**src/rtl/eint_pkg.sv**
```systemverilog
`timescale 1ns/1ps
package eint_pkg;

    localparam int NLINES        = 24;
    localparam int DW            = 32;
    localparam int AW            = 4;
    localparam int NCFG          = 3;
    localparam int NFILT         = 3;
    localparam int LINES_PER_WD  = 8;
    localparam int FIELD_STRIDE  = DW / LINES_PER_WD;
    localparam int NDIRECT       = 4;
    localparam int GRP_LO_MSB    = 7;
    localparam int GRP_HI_LSB    = GRP_LO_MSB + 1;
    localparam logic [DW-1:0] GROUPED_MASK = 32'h00ff_fff0;

    typedef enum logic [AW-1:0] {
        A_CFG0  = 4'd0,
        A_CFG1  = 4'd1,
        A_CFG2  = 4'd2,
        A_MASK  = 4'd3,
        A_PEND  = 4'd4,
        A_FILT0 = 4'd5,
        A_FILT1 = 4'd6,
        A_FILT2 = 4'd7
    } reg_addr_e;

    typedef enum logic [1:0] {
        TRIG_LEVEL = 2'b00,
        TRIG_FALL  = 2'b01,
        TRIG_RISE  = 2'b10,
        TRIG_BOTH  = 2'b11
    } trig_kind_e;

    typedef struct packed {
        trig_kind_e kind;
        logic       polarity;
    } trig_mode_t;

    function automatic logic trig_eval(trig_mode_t m, logic lvl, logic prev);
        case (m.kind)
            TRIG_LEVEL: return m.polarity ? lvl : !lvl;
            TRIG_FALL:  return prev && !lvl;
            TRIG_RISE:  return !prev && lvl;
            default:    return prev ^ lvl;
        endcase
    endfunction

endpackage

```
**src/rtl/eint_sync.sv**
```systemverilog
`timescale 1ns/1ps
module eint_sync #(
    parameter int WIDTH  = 24,
    parameter int STAGES = 2
) (
    input  logic             clk,
    input  logic             rst,
    input  logic [WIDTH-1:0] d,
    output logic [WIDTH-1:0] q
);
    logic [WIDTH-1:0] stage [STAGES];

    always_ff @(posedge clk) begin
        if (rst) begin
            for (int k = 0; k < STAGES; k++) stage[k] <= '0;
        end else begin
            stage[0] <= d;
            for (int k = 1; k < STAGES; k++) stage[k] <= stage[k-1];
        end
    end

    assign q = stage[STAGES-1];
endmodule

```
**src/rtl/eint_detect.sv**
```systemverilog
`timescale 1ns/1ps
module eint_detect
    import eint_pkg::*;
(
    input  logic                 clk,
    input  logic                 rst,
    input  logic [NLINES-1:0]    lvl,
    input  logic [NCFG*DW-1:0]   cfg_flat,
    output logic [NLINES-1:0]    hit
);
    logic [NLINES-1:0] prev;
    logic              unused_cfg_bits;

    always_ff @(posedge clk) begin
        if (rst) prev <= '0;
        else     prev <= lvl;
    end

    assign unused_cfg_bits = ^cfg_flat;

    for (genvar i = 0; i < NLINES; i++) begin : g_line
        localparam int BASE = (i / LINES_PER_WD) * DW + (i % LINES_PER_WD) * FIELD_STRIDE;
        trig_mode_t m;
        assign m      = trig_mode_t'(cfg_flat[BASE +: 3]);
        assign hit[i] = trig_eval(m, lvl[i], prev[i]);

        // a one-direction edge mode gives a single-cycle trigger
        p_edge_once_r5: assert property (@(posedge clk) disable iff (rst)
            (hit[i] && (m.kind == TRIG_FALL || m.kind == TRIG_RISE))
            |=> (!$stable(m) || !hit[i]));
    end
endmodule

```
**src/rtl/eint_regs.sv**
```systemverilog
`timescale 1ns/1ps
module eint_regs
    import eint_pkg::*;
(
    input  logic               clk,
    input  logic               rst,
    input  logic [AW-1:0]      addr,
    input  logic               wr_en,
    input  logic [DW-1:0]      wr_data,
    input  logic [DW-1:0]      set_i,
    output logic [DW-1:0]      rd_data,
    output logic [NCFG*DW-1:0] cfg_flat,
    output logic [DW-1:0]      mask_o,
    output logic [DW-1:0]      pend_o
);
    logic [DW-1:0] cfg  [NCFG];
    logic [DW-1:0] filt [NFILT];
    logic [DW-1:0] mask_q, pend_q;
    logic          pend_wr;

    assign pend_wr = wr_en && (addr == A_PEND);

    always_ff @(posedge clk) begin
        if (rst) begin
            for (int k = 0; k < NCFG; k++)  cfg[k]  <= '0;
            for (int k = 0; k < NFILT; k++) filt[k] <= '0;
            mask_q <= GROUPED_MASK;
        end else if (wr_en) begin
            for (int k = 0; k < NCFG; k++)
                if (addr == AW'(int'(A_CFG0) + k)) cfg[k] <= wr_data;
            for (int k = 0; k < NFILT; k++)
                if (addr == AW'(int'(A_FILT0) + k)) filt[k] <= wr_data;
            if (addr == A_MASK) mask_q <= wr_data & GROUPED_MASK;
        end
    end

    always_ff @(posedge clk) begin
        if (rst) pend_q <= '0;
        else     pend_q <= (pend_wr ? (pend_q & ~wr_data) : pend_q) | (set_i & GROUPED_MASK);
    end

    always_comb begin
        case (addr)
            A_CFG0:  rd_data = cfg[0];
            A_CFG1:  rd_data = cfg[1];
            A_CFG2:  rd_data = cfg[2];
            A_MASK:  rd_data = mask_q;
            A_PEND:  rd_data = pend_q;
            A_FILT0: rd_data = filt[0];
            A_FILT1: rd_data = filt[1];
            A_FILT2: rd_data = filt[2];
            default: rd_data = '0;
        endcase
    end

    for (genvar k = 0; k < NCFG; k++) begin : g_cfg
        assign cfg_flat[k*DW +: DW] = cfg[k];
    end

    assign mask_o = mask_q;
    assign pend_o = pend_q;

    // write-one-to-clear when nothing new arrives
    p_pend_w1c_r3: assert property (@(posedge clk) disable iff (rst)
        (pend_wr && set_i == '0) |=> (pend_q == ($past(pend_q) & ~$past(wr_data))));

    // pending bits only fall through a pending write
    p_pend_sticky_r10: assert property (@(posedge clk) disable iff (rst)
        !pend_wr |=> (($past(pend_q) & ~pend_q) == '0));
endmodule

```
**src/rtl/eint_ctrl.sv**
```systemverilog
`timescale 1ns/1ps
module eint_ctrl
    import eint_pkg::*;
#(
    parameter int SYNC_STAGES = 2
) (
    input  logic               clk,
    input  logic               rst,
    input  logic [NLINES-1:0]  line_in,
    input  logic [AW-1:0]      addr,
    input  logic               wr_en,
    input  logic [DW-1:0]      wr_data,
    output logic [DW-1:0]      rd_data,
    output logic [NDIRECT-1:0] irq_direct,
    output logic               irq_grp_lo,
    output logic               irq_grp_hi
);
    logic [NLINES-1:0]    lvl, hit, armed;
    logic [NCFG*DW-1:0]   cfg_flat;
    logic [DW-1:0]        mask, pend, set_word;
    logic                 unused_mask_bits;

    eint_sync #(.WIDTH(NLINES), .STAGES(SYNC_STAGES)) u_sync (
        .clk(clk), .rst(rst), .d(line_in), .q(lvl)
    );

    eint_detect u_detect (
        .clk(clk), .rst(rst), .lvl(lvl), .cfg_flat(cfg_flat), .hit(hit)
    );

    assign armed    = hit & ~mask[NLINES-1:0];
    assign set_word = {{(DW-NLINES){1'b0}}, armed} & GROUPED_MASK;
    assign unused_mask_bits = ^{mask[DW-1:NLINES], mask[NDIRECT-1:0]};

    eint_regs u_regs (
        .clk(clk), .rst(rst), .addr(addr), .wr_en(wr_en), .wr_data(wr_data),
        .set_i(set_word), .rd_data(rd_data), .cfg_flat(cfg_flat),
        .mask_o(mask), .pend_o(pend)
    );

    always_ff @(posedge clk) begin
        if (rst) begin
            irq_direct <= '0;
            irq_grp_lo <= 1'b0;
            irq_grp_hi <= 1'b0;
        end else begin
            irq_direct <= hit[NDIRECT-1:0];
            irq_grp_lo <= |armed[GRP_LO_MSB:NDIRECT];
            irq_grp_hi <= |armed[NLINES-1:GRP_HI_LSB];
        end
    end

    // direct requests follow the line triggers one cycle later
    p_direct_follow_r8: assert property (@(posedge clk) disable iff (rst)
        1'b1 |=> (irq_direct == $past(hit[NDIRECT-1:0])));

    // a shared request needs an unmasked trigger in its group
    p_grp_lo_masked_r9: assert property (@(posedge clk) disable iff (rst)
        (((hit[GRP_LO_MSB:NDIRECT] & ~mask[GRP_LO_MSB:NDIRECT]) == '0)) |=> !irq_grp_lo);
    p_grp_hi_masked_r9: assert property (@(posedge clk) disable iff (rst)
        (((hit[NLINES-1:GRP_HI_LSB] & ~mask[NLINES-1:GRP_HI_LSB]) == '0)) |=> !irq_grp_hi);

    // an unmasked grouped trigger lands in the pending word
    p_set_pend_r10: assert property (@(posedge clk) disable iff (rst)
        (set_word != '0) |=> ((pend & $past(set_word)) == $past(set_word)));
endmodule

```
**config.mk**
```make
export PLATFORM = sky130hd
export DESIGN_NAME = eint_ctrl
export DESIGN_NICKNAME = d
export VERILOG_FILES = /design/src/rtl/eint_pkg.sv /design/src/rtl/eint_sync.sv /design/src/rtl/eint_detect.sv /design/src/rtl/eint_regs.sv /design/src/rtl/eint_ctrl.sv
export SDC_FILE = /design/constraint.sdc
export NUM_CORES = 1
export LEC_CHECK = 0
export ABC_AREA = 1
export BUFFER_PORTS_ARGS = -buffer_cell sky130_fd_sc_hd__clkbuf_2
export CORE_MARGIN = 8
export CORE_UTILIZATION = 57
export DETAILED_ROUTE_END_ITERATION = 8
export GPL_TIMING_DRIVEN = 0
export PLACE_DENSITY = 0.76
export SLEW_MARGIN = 30
export SYNTH_ARGS = -nofsm -noshare
export SYNTH_HDL_FRONTEND = slang
export SYNTH_SLANG_ARGS = --single-unit
```
**constraint.sdc**
```tcl
create_clock -name clk -period 10.5 [get_ports clk]
set_clock_uncertainty 0.15 [all_clocks]
set_input_delay 1.575 -clock clk [delete_from_list [all_inputs] [get_ports clk]]
set_output_delay 1.575 -clock clk [all_outputs]
set_load 0.02 [all_outputs]
```
==> qor.txt <==
Vias per cell: 5.78
Layout cells sized above 1: 0.141
Final ANT Viol Nets: 0
Synth async-reset ratio: 0
Tmin final: 5.02 ns
Leakage: 7.17 nW
Synth Flop Type: edfxtp_1
Core Footprint: 23500 um2
CTS buffer count: 34
Max-cap violation count: 0
Post-Synth XOR/XNOR Area: 0.0116
Tcrit/Tclk final: 0.478
First-pass GRT wire length: 60.0 mm
GR Util All Layers: 0.279
CTS sink count: 322
CTS Hold Buffers Added: 0
Outcome: finished clean
Worst-path fanout max: 10
Iter 0 DRT Violations: 1223
Tot Pwr: 0.00281 W
Top Ports: 101
Min-Delay Path Class: reg2reg
Routed wire length per instance: 22.0 um
Most frequent cells in the layout: inv_1 (235), nand2_1 (221), edfxtp_1 (192), nor2_1 (172), dfxtp_1 (130)
Synth Area in Adders: 0.0441
1st-pass router iterations: 6
Total Neg Setup Slack: 0 ns
Power density cells: 177 nW/um2
Layout Nets: 1627
R2R setup slack: 8.53 ns
Met1 Usage GRT: 0.344
Type of origin of the critical path: primary input
Commonest non-fill, non-tap cell in the layout: inv_1
Met3 Use GR: 0.0519
Post-Route WL: 41.0 mm
Starting Density: 0.580
Post-synth EDFFs: 192
Mapped Area: 13600 um2
Vias: 10748
CTS tree: built
WP data arrival: 3.29 ns
Fillers: 1788
Setup violations, final: 0
Synth Area in Simple Gates: 0.135
Slew Limit Fails: 0
Largest net degree at the start of global routing: 18
Clk buf depth: 3
Grt peak-use layer: met2
Routability Congestion: 0.939
Port Buffer Count: 100
Largest family of logic cells by synthesized area: simple AND/OR/NAND/NOR gates
Syn Nets: 1480
DRC Markers: 0
Worst Max-Slew Pin Slew: 0.974 ns
Top cell type's share of synthesized area: 0.423
Placed wire-length estimate: 28.6 mm
Syn avg cell area: 9.95 um2
Die Y: 171 um
RSZ-0062 raised after global routing: no
Relative slew slack: 0.351
Layout area overhead: 16.7%
Netlist cell types: 35
Placement Rows: 56
Setup bufs post-CTS: 0
Post-CTS sizing: 0
Vias in the first global route: 10621
FF+latch count, synth: 322
Diodes inserted: 0
CP Capture Type: output port
Count of final hold-check violations: 0
Yosys Warn Count: 0
GRT overflow: 0
Die area: 29100 um2
Finished Core Util: 0.678
Maximum clock frequency: 199 MHz
Global Route met2 Usage: 0.457
Post-Synthesis Cells: 1369
Post-synthesis mux area share: 0
IR drop worst, VDD: 0.152 mV
Clock Latency Late Sink: 0.51 ns
Die W: 171 um
Critical path class: in2out
H-tree Lvls: 2
Antenna violations before repair: 0
WP data required: 8.78 ns
Seq/Total Area, Yosys: 0.614
Yosys top cell by area: edfxtp_1
Post-synthesis compound-gate area fraction: 0.107
Clock transition at path regs: 0.06 ns
CTS root buffer: clkbuf_16
Top cells by area, synth: edfxtp_1 (42%), dfxtp_1 (19%), inv_1 (6.5%), nand2_1 (6.1%), nor2_1 (4.7%)
-- cell type report --
cell class	instances	area (um2)	share of cell area
Multi-Input combinational cell	756	4110	0.259
Inverter	244	921	0.0579
Sequential cell	322	8370	0.526
Timing Repair Buffer	111	778	0.0489
Clock buffer	47	941	0.0592
Buffer	47	283	0.0178
Clock inverter	14	103	0.00645
Tap cell	319	399	0.0251
-- per-layer routing --
layer,vias to the layer above,part of all wire
met2,672,0.46
met3,158,0.10
met5,-,0
met1,5122,0.38
met4,0,0.059
li1,4796,-
-- cell families after synthesis --
logic type,Yosys count
fa+ha+maj,48
flops,322
compound gates,235
buf+inv,291
simple gates,455
xor+xnor,18
-- per-stage QoR --
step | worst slack (ns) | hold WS [ns] | std cells | instance area, um2
floorplan | 5.52 | 0.238 | 1369 | 13600
global placement | 2.99 | 0.239 | 1788 | 14500
detailed placement | 5.56 | 0.246 | 1799 | 14900
CTS | 5.53 | 0.251 | 1860 | 15900
global route | 5.49 | 0.267 | 1860 | 15900
finish | 5.48 | 0.245 | 1860 | 15900
-- critical path: stages --
cell      delay [ns]
clkbuf_2        0.12
nor2_4          0.26
nand2_4         0.20
inv_4           0.22
buf_2           0.43
nand2_1         0.12
nand4_1         0.16
clkbuf_2        0.19
-- registers in the layout, indices dropped and copies added (netlist names) --
name	cells
irq_direct	4
irq_grp_hi	1
irq_grp_lo	1
u_detect.prev	24
u_regs.cfg	96
u_regs.filt	96
u_regs.mask_o	20
u_regs.pend_o	32
u_sync.stage	48
-- where the power goes --
group | switching [W] | total (W) | internal [W]
Clock | 0.000485 | 0.00114 | 0.000655
Sequential | 0.0000336 | 0.00144 | 0.00140
Combinational | 0.000157 | 0.000232 | 0.0000753
-- final timing paths --
check	start	end	depth (start not counted)
setup / recovery	addr[3]	rd_data[17]	8
hold / removal	u_sync.stage[0][12]$_SDFF_PP0_	u_sync.stage[0][36]$_SDFF_PP0_	2
setup reg to reg	u_sync.stage[0][39]$_SDFF_PP0_	irq_grp_hi$_SDFF_PP0_	13
hold reg to reg	u_sync.stage[0][12]$_SDFF_PP0_	u_sync.stage[0][36]$_SDFF_PP0_	2
-- cell usage after synthesis, types with 5 or more instances --
master,instances
a21oi_1,80
ha_1,48
xnor2_1,10
o211ai_1,17
clkbuf_1,8
xor2_1,8
a211oi_1,5
o21ai_1,19
nand3_1,38
edfxtp_1,192
dfxtp_1,130
buf_6,8
inv_1,235
nor2_2,5
buf_2,18
nand4_1,9
a221oi_1,33
buf_4,6
nor2_1,172
a22o_1,20
buf_1,7
nand2_1,222
inv_2,6
o21ai_0,55
Note: power is estimated with default switching activity, not from simulation.
